===== config.mk =====
export PLATFORM = sky130hd
export DESIGN_NAME = carrier_out_mux
export DESIGN_NICKNAME = d
export VERILOG_FILES = /design/src/rtl/carrier_out_mux_pkg.sv /design/src/rtl/carrier_out_ctrl.sv /design/src/rtl/carrier_out_dp.sv /design/src/rtl/carrier_out_mux.sv
export SDC_FILE = /design/constraint.sdc
export NUM_CORES = 1
export LEC_CHECK = 0
export BUFFER_PORTS_ARGS = -buffer_cell sky130_fd_sc_hd__buf_2
export CORE_UTILIZATION = 55
export CTS_BUF_LIST = sky130_fd_sc_hd__clkbuf_2 sky130_fd_sc_hd__clkbuf_4 sky130_fd_sc_hd__clkbuf_8
export CTS_CLUSTER_DIAMETER = 120
export DETAILED_ROUTE_END_ITERATION = 16
export GPL_TIMING_DRIVEN = 0
export PLACE_DENSITY_LB_ADDON = 0.05
export SKIP_LAST_GASP = 1
export SYNTH_ARGS = -nofsm -noshare
export SYNTH_HDL_FRONTEND = slang
export SYNTH_HIERARCHICAL = 1
export SYNTH_SLANG_ARGS = --single-unit

===== constraint.sdc =====
create_clock -name clk -period 2.9 [get_ports clk]
set_input_delay 0.145 -clock clk [delete_from_list [all_inputs] [get_ports clk]]
set_output_delay 0.145 -clock clk [all_outputs]
set_load 0.01 [all_outputs]

===== src/rtl/carrier_out_mux_pkg.sv =====
package carrier_out_mux_pkg;

  typedef enum logic [1:0] {
    ST_IDLE = 2'd0,
    ST_I    = 2'd1,
    ST_Q    = 2'd2
  } out_state_t;

  typedef struct packed {
    logic capture;
    logic showQ;
  } mux_strobe_t;

endpackage


===== src/rtl/carrier_out_ctrl.sv =====
module carrier_out_ctrl
  import carrier_out_mux_pkg::*;
#(
  parameter int CAR_2K           = 1705,
  parameter int CAR_8K           = 6817,
  parameter int SYM_PER_FRAME    = 68,
  parameter int FRAMES_PER_SUPER = 4
) (
  input  logic        clk,
  input  logic        rstN,
  input  logic        mode8k,
  input  logic        frameSync,
  input  logic        carValid,
  input  logic        isCp,
  input  logic        isSp,
  input  logic        isTps,
  output logic        carRdy,
  output mux_strobe_t strb,
  output logic        phaseOut,
  output logic        startOut,
  output logic        dataValidOut,
  output logic        tpsValidOut,
  output logic        frameOut,
  output logic        superOut
);

  localparam int CAR_MAX = (CAR_8K > CAR_2K) ? CAR_8K : CAR_2K;
  localparam int CAR_W   = $clog2(CAR_MAX);
  localparam int SYM_W   = $clog2(SYM_PER_FRAME);
  localparam int FRM_W   = $clog2(FRAMES_PER_SUPER);
  localparam logic [CAR_W-1:0] LAST_2K  = CAR_W'(CAR_2K - 1);
  localparam logic [CAR_W-1:0] LAST_8K  = CAR_W'(CAR_8K - 1);
  localparam logic [SYM_W-1:0] LAST_SYM = SYM_W'(SYM_PER_FRAME - 1);
  localparam logic [FRM_W-1:0] LAST_FRM = FRM_W'(FRAMES_PER_SUPER - 1);

  out_state_t state;
  logic [CAR_W-1:0] carCnt, curCar, lastCar;
  logic [SYM_W-1:0] symCnt, curSym;
  logic [FRM_W-1:0] frmCnt, curFrm;
  logic capture, isFirst, noMark;
  logic fStart, fData, fTps, fFrame, fSuper;

  assign carRdy  = (state != ST_I);
  assign capture = carValid && carRdy;
  assign strb.capture = capture;
  assign strb.showQ   = (state == ST_Q);

  // Label of the carrier taken this cycle; a sync pulse wins over the counters.
  assign curCar  = frameSync ? '0 : carCnt;
  assign curSym  = frameSync ? '0 : symCnt;
  assign curFrm  = frameSync ? '0 : frmCnt;
  assign lastCar = mode8k ? LAST_8K : LAST_2K;
  assign isFirst = (curCar == '0);
  assign noMark  = !isCp && !isSp && !isTps;

  always_ff @(posedge clk) begin
    if (!rstN) begin
      state <= ST_IDLE;
    end else begin
      unique case (state)
        ST_IDLE: if (capture) state <= ST_I;
        ST_I:    state <= ST_Q;
        ST_Q:    state <= capture ? ST_I : ST_IDLE;
        default: state <= ST_IDLE;
      endcase
    end
  end

  always_ff @(posedge clk) begin
    if (!rstN) begin
      carCnt <= '0;
      symCnt <= '0;
      frmCnt <= '0;
    end else if (capture) begin
      if (curCar >= lastCar) begin
        carCnt <= '0;
        if (curSym == LAST_SYM) begin
          symCnt <= '0;
          frmCnt <= (curFrm == LAST_FRM) ? '0 : curFrm + 1'b1;
        end else begin
          symCnt <= curSym + 1'b1;
          frmCnt <= curFrm;
        end
      end else begin
        carCnt <= curCar + 1'b1;
        symCnt <= curSym;
        frmCnt <= curFrm;
      end
    end else if (frameSync) begin
      carCnt <= '0;
      symCnt <= '0;
      frmCnt <= '0;
    end
  end

  always_ff @(posedge clk) begin
    if (!rstN) begin
      fStart <= 1'b0;
      fData  <= 1'b0;
      fTps   <= 1'b0;
      fFrame <= 1'b0;
      fSuper <= 1'b0;
    end else if (capture) begin
      fStart <= isFirst;
      fData  <= !isFirst && noMark;
      fTps   <= !isFirst && isTps && !isCp && !isSp;
      fFrame <= (curSym == '0);
      fSuper <= (curSym == '0) && (mode8k || (curFrm == '0));
    end
  end

  logic busy;
  assign busy         = (state != ST_IDLE);
  assign phaseOut     = (state == ST_I);
  assign startOut     = busy && fStart;
  assign dataValidOut = busy && fData;
  assign tpsValidOut  = busy && fTps;
  assign frameOut     = busy && fFrame;
  assign superOut     = busy && fSuper;

  assert_q_follows_i_R2: assert property (@(posedge clk) disable iff (!rstN)
    phaseOut |=> !phaseOut);
  assert_i_after_take_R1: assert property (@(posedge clk) disable iff (!rstN)
    strb.capture |=> phaseOut);
  assert_start_two_cycles_R4: assert property (@(posedge clk) disable iff (!rstN)
    (startOut && phaseOut) |=> (startOut && !phaseOut));
  assert_start_not_valid_R5: assert property (@(posedge clk) disable iff (!rstN)
    startOut |-> (!dataValidOut && !tpsValidOut));
  assert_valid_exclusive_R6: assert property (@(posedge clk) disable iff (!rstN)
    !(dataValidOut && tpsValidOut));
  assert_super_in_frame_R8: assert property (@(posedge clk) disable iff (!rstN)
    superOut |-> frameOut);
  assert_no_take_in_i_R10: assert property (@(posedge clk) disable iff (!rstN)
    phaseOut |-> !strb.capture);

endmodule


===== src/rtl/carrier_out_dp.sv =====
module carrier_out_dp
  import carrier_out_mux_pkg::*;
#(
  parameter int DATA_W = 8,
  parameter int SIDE_W = 4
) (
  input  logic                  clk,
  input  logic                  rstN,
  input  mux_strobe_t           strb,
  input  logic [DATA_W-1:0]     carI,
  input  logic [DATA_W-1:0]     carQ,
  input  logic [SIDE_W-1:0]     carConf,
  input  logic [2*SIDE_W-1:0]   carMag,
  output logic [DATA_W-1:0]     dOut,
  output logic [SIDE_W-1:0]     sideOut,
  output logic [SIDE_W-1:0]     magLo
);

  localparam int MAG_W = 2 * SIDE_W;

  logic [DATA_W-1:0] iReg, qReg;
  logic [SIDE_W-1:0] confReg;
  logic [MAG_W-1:0]  magReg;

  always_ff @(posedge clk) begin
    if (!rstN) begin
      iReg    <= '0;
      qReg    <= '0;
      confReg <= '0;
      magReg  <= '0;
    end else if (strb.capture) begin
      iReg    <= carI;
      qReg    <= carQ;
      confReg <= carConf;
      magReg  <= carMag;
    end
  end

  assign dOut    = strb.showQ ? qReg : iReg;
  assign sideOut = strb.showQ ? magReg[MAG_W-1:SIDE_W] : confReg;
  assign magLo   = magReg[SIDE_W-1:0];

  assert_lsb_held_R3: assert property (@(posedge clk) disable iff (!rstN)
    strb.showQ |-> $stable(magLo));
  assert_take_then_i_R1: assert property (@(posedge clk) disable iff (!rstN)
    strb.capture |=> !strb.showQ);

endmodule


===== src/rtl/carrier_out_mux.sv =====
module carrier_out_mux
  import carrier_out_mux_pkg::*;
#(
  parameter int DATA_W           = 8,
  parameter int SIDE_W           = 4,
  parameter int CAR_2K           = 1705,
  parameter int CAR_8K           = 6817,
  parameter int SYM_PER_FRAME    = 68,
  parameter int FRAMES_PER_SUPER = 4
) (
  input  logic                clk,
  input  logic                rstN,
  input  logic                mode8k,
  input  logic                frameSync,
  input  logic                carValid,
  input  logic [DATA_W-1:0]   carI,
  input  logic [DATA_W-1:0]   carQ,
  input  logic [SIDE_W-1:0]   carConf,
  input  logic [2*SIDE_W-1:0] carMag,
  input  logic                isCp,
  input  logic                isSp,
  input  logic                isTps,
  output logic                carRdy,
  output logic [DATA_W-1:0]   dOut,
  output logic [SIDE_W-1:0]   sideOut,
  output logic [SIDE_W-1:0]   magLo,
  output logic                phaseOut,
  output logic                startOut,
  output logic                dataValidOut,
  output logic                tpsValidOut,
  output logic                frameOut,
  output logic                superOut
);

  mux_strobe_t strb;

  carrier_out_ctrl #(
    .CAR_2K(CAR_2K), .CAR_8K(CAR_8K),
    .SYM_PER_FRAME(SYM_PER_FRAME), .FRAMES_PER_SUPER(FRAMES_PER_SUPER)
  ) u_ctrl (
    .clk(clk), .rstN(rstN), .mode8k(mode8k), .frameSync(frameSync),
    .carValid(carValid), .isCp(isCp), .isSp(isSp), .isTps(isTps),
    .carRdy(carRdy), .strb(strb), .phaseOut(phaseOut), .startOut(startOut),
    .dataValidOut(dataValidOut), .tpsValidOut(tpsValidOut),
    .frameOut(frameOut), .superOut(superOut)
  );

  carrier_out_dp #(.DATA_W(DATA_W), .SIDE_W(SIDE_W)) u_dp (
    .clk(clk), .rstN(rstN), .strb(strb), .carI(carI), .carQ(carQ),
    .carConf(carConf), .carMag(carMag), .dOut(dOut), .sideOut(sideOut),
    .magLo(magLo)
  );

endmodule


==> results.sh <==
export IMPL_status="completed"
export IMPL_synth_top_family_by_area="simple AND/OR/NAND/NOR gates"
export IMPL_vias=2449
export IMPL_rows=25
export IMPL_synth_adder_area_share_pct=2.602
export IMPL_vdd_ir_drop_max_mv=0.3914
export IMPL_gr_usage_all_layers_pct=24.01
export IMPL_final_nets=423
export IMPL_cts_htree_levels=3
export IMPL_hold_path_class="primary input to flop"
export IMPL_finalSetupViolations=0
export IMPL_cts_setup_buffers=0
export IMPL_clkSinkCount=57
export IMPL_synth_common_cells="57 x dfxtp_1, 42 x nor2b_1, 30 x mux2i_1, 30 x nand2_1, 19 x nor2_1"
export IMPL_required_ps=3100
export IMPL_ioPinCount=59
export IMPL_cts_tree="done"
export IMPL_path_clk_slew_ps=70
export IMPL_yosysSeqAreaShare_pct=39.55
export IMPL_antenna_found_initial=0
export IMPL_dp_worst_setup_slack_ps=411.7
export IMPL_hold_buffers=0
export IMPL_finClkSkew_ps=5.958
export IMPL_synth_edf_count=0
export IMPL_core_area_mm2=0.004880
export IMPL_dieHeight_um=74.43
export IMPL_n_antenna_cell=0
export IMPL_grt_max_degree=13
export IMPL_grt_overflow=0
export IMPL_io_buffers=58
export IMPL_worst_path_largest_cell_delay_ps=380
export IMPL_synth_nets=354
export IMPL_synth_most_common_cell="dfxtp_1"
export IMPL_power_w=0.001848
export IMPL_grt_pass1_wl_mm=10.04
export IMPL_tightestPinTransition_ps=556.1
export IMPL_clk_insertion_delay_late_ps=330
export IMPL_switchingPower_w=0.0004305
export IMPL_wl_per_cell_um=14.00
export IMPL_fmax_mhz=405.6
export IMPL_r2r_slack_ps=430
export IMPL_fin_crit_ps=2466
export IMPL_synth_simple_area_share_pct=24.33
export IMPL_ys_seq_elements=57
export IMPL_maxSlewViolCount=0
export IMPL_ant_nets=0
export IMPL_synth_compound_area_share_pct=9.887
export IMPL_power_density_mw_per_mm2=531.6
export IMPL_grt_pass1_vias=2204
export IMPL_path_max_fanout=10
export IMPL_yosysTopAreaCellShare_pct=39.55
export IMPL_critPathCaptureType="flop"
export IMPL_synthDistinctLibCells=52
export IMPL_cp_num_buf_inv=2
export IMPL_dieArea_mm2=0.005540
export IMPL_wirelength_mm=6.330
export IMPL_seq_power_share_pct=44.8
export IMPL_tns_ps=0
export IMPL_postSynthCellCount=312
export IMPL_switching_share_pct=23.29
export IMPL_via_per_inst=5.418
export IMPL_rsz0062_at_grt="no"
export IMPL_clockBufferDepth=2
export IMPL_arrival_ps=2660
export IMPL_fin_crit_sh_pct=85.02
export IMPL_synth_area_per_cell_um2=9.248
export IMPL_drtPass1Iterations=4
export IMPL_crit_family="compound AO/OA/AOI/OAI gates"
export IMPL_cts_buffers=9
export IMPL_drc=0
export IMPL_cpMaxStageDelayCell="dfxtp_1"
export IMPL_yosys_mux_area_fraction_pct=15.09
export IMPL_power_internal_w=0.001418
export IMPL_comb_power_share_pct=11.2
export IMPL_place_congestion=0.8484
export IMPL_drtIter0Drc=140
export IMPL_synth_top_cells_by_area="dfxtp_1 40%, mux2i_1 10%, nor2b_1 9.1%"
export IMPL_startpoint_type="flop"
export IMPL_maxSlewHeadroom_pct=62.52
export IMPL_critPathKind="flop to flop"
export IMPL_maxCapViolCount=0
export IMPL_hpwl_mm=4.532
export IMPL_cp_cell_sequence="nor2b_1 > inv_1 > ha_1 > nand2_1 > o221ai_1 > a41o_1 > a21oi_1 > buf_2 > o311ai_0 > o21ai_0"
export IMPL_fin_ws_ps=434.3
export IMPL_post_cts_resized=0
export IMPL_synthArstFlopShare_pct=0
export IMPL_yosys_warnings=6
export IMPL_clockPowerShare_pct=44.0
export IMPL_area_growth_pct=20.51
export IMPL_drive_gt1_share_pct=26.49
export IMPL_hold_viol=0
export IMPL_synth_ff_type="dfxtp_1"
export IMPL_leakage_nw=1.488
export IMPL_dieWidth_um=74.43
export IMPL_synth_xor_area_share_pct=2.428
export IMPL_synth_top_cell_by_area="dfxtp_1"
export IMPL_cts_root_buf="clkbuf_8"
export IMPL_syn_area_mm2=0.002885
export IMPL_start_util_pct=59.13
flip-flops by register name, summed over array words and instances (netlist names), 2 cells and up:
name and flops:
u_ctrl/carCnt 13, u_dp/iReg 8, u_dp/magReg 8, u_dp/qReg 8, u_ctrl/symCnt 7, u_dp/confReg 4, u_ctrl/frmCnt 2, u_ctrl/state 2
layer usage:
layer	track usage (%)	routed length, µm	vias to the layer above
met5	0	0	-
met4	12.58	129	0
met3	5.285	419	12
met2	40.14	2954	90
met1	28.85	2826	1126
li1	-	-	1221
worst reg2reg max path: cells and delay by family, from the launching register on:
family	cells	cell delay, ps
compound gates	5	1030
simple gates	2	330
flops	1	380
buf+inv	2	320
fa+ha+maj	1	290
power groups by stage:
stage                     sequential (W)  clock (W)  combinational, W
final                           0.000829   0.000813          0.000206
after CTS                       0.000828   0.000828          0.000208
after floorplan                 0.000842          0          0.000138
after global routing            0.000832   0.000867          0.000227
after global placement          0.000844          0          0.000202
after detailed placement        0.000846          0          0.000206
cells in the final DEF (no fill, tap or decap), types with 6 or more instances in the layout:
cell type   n
inv_1       9
nor2b_1    42
mux2_2     12
dfxtp_1    57
mux2i_1    30
ha_1        6
buf_4       7
nor2_1     19
clkbuf_1    7
buf_2      59
nand2_1    30
nand3_1    13
clkbuf_8   10
final timing paths:
| check | from | cells after the start | endpoint |
|---|---|---|---|
| hold / removal | carValid | 3 | u_ctrl/state[0] |
| hold reg to reg | u_ctrl/fData | 2 | u_ctrl/fData |
| setup / recovery | u_ctrl/carCnt[3] | 10 | u_ctrl/symCnt[3] |
| setup reg to reg | u_ctrl/carCnt[3] | 10 | u_ctrl/symCnt[3] |
area by class of cell:
| type | count | area (µm²) |
|---|---|---|
| multi-input cells | 226 | 1568 |
| fillers | 400 | 1403 |
| flip-flops and latches | 57 | 1141 |
| repair buffers | 58 | 290.3 |
| plain buffers | 19 | 138.9 |
| clock buffers | 10 | 137.6 |
| well taps | 67 | 83.83 |
| clock inverters | 5 | 80.08 |
| inverters | 10 | 37.54 |
cell families (layout without fill, tap and decap cells):
logic type,Yosys count,in the layout
compound gates,38,38
flops,57,57
fa+ha+maj,6,6
xor+xnor,8,8
mux,42,42
buf+inv,29,102
simple gates,132,132
through the flow:
| step | cells | area (µm²) | hold WS (ps) | utilization [%] |
|---|---|---|---|---|
| after floorplan | 312 | 2885 | 258.8 | - |
| after global placement | 437 | 3259 | 381.7 | 66.79 |
| after detailed placement | 437 | 3259 | 382.6 | 66.79 |
| after CTS | 452 | 3477 | 24.89 | 71.26 |
| after global routing | 452 | 3477 | 33.92 | 71.26 |
| final | 452 | 3477 | 38.56 | 71.26 |
Power figures use the tool's default switching activity.
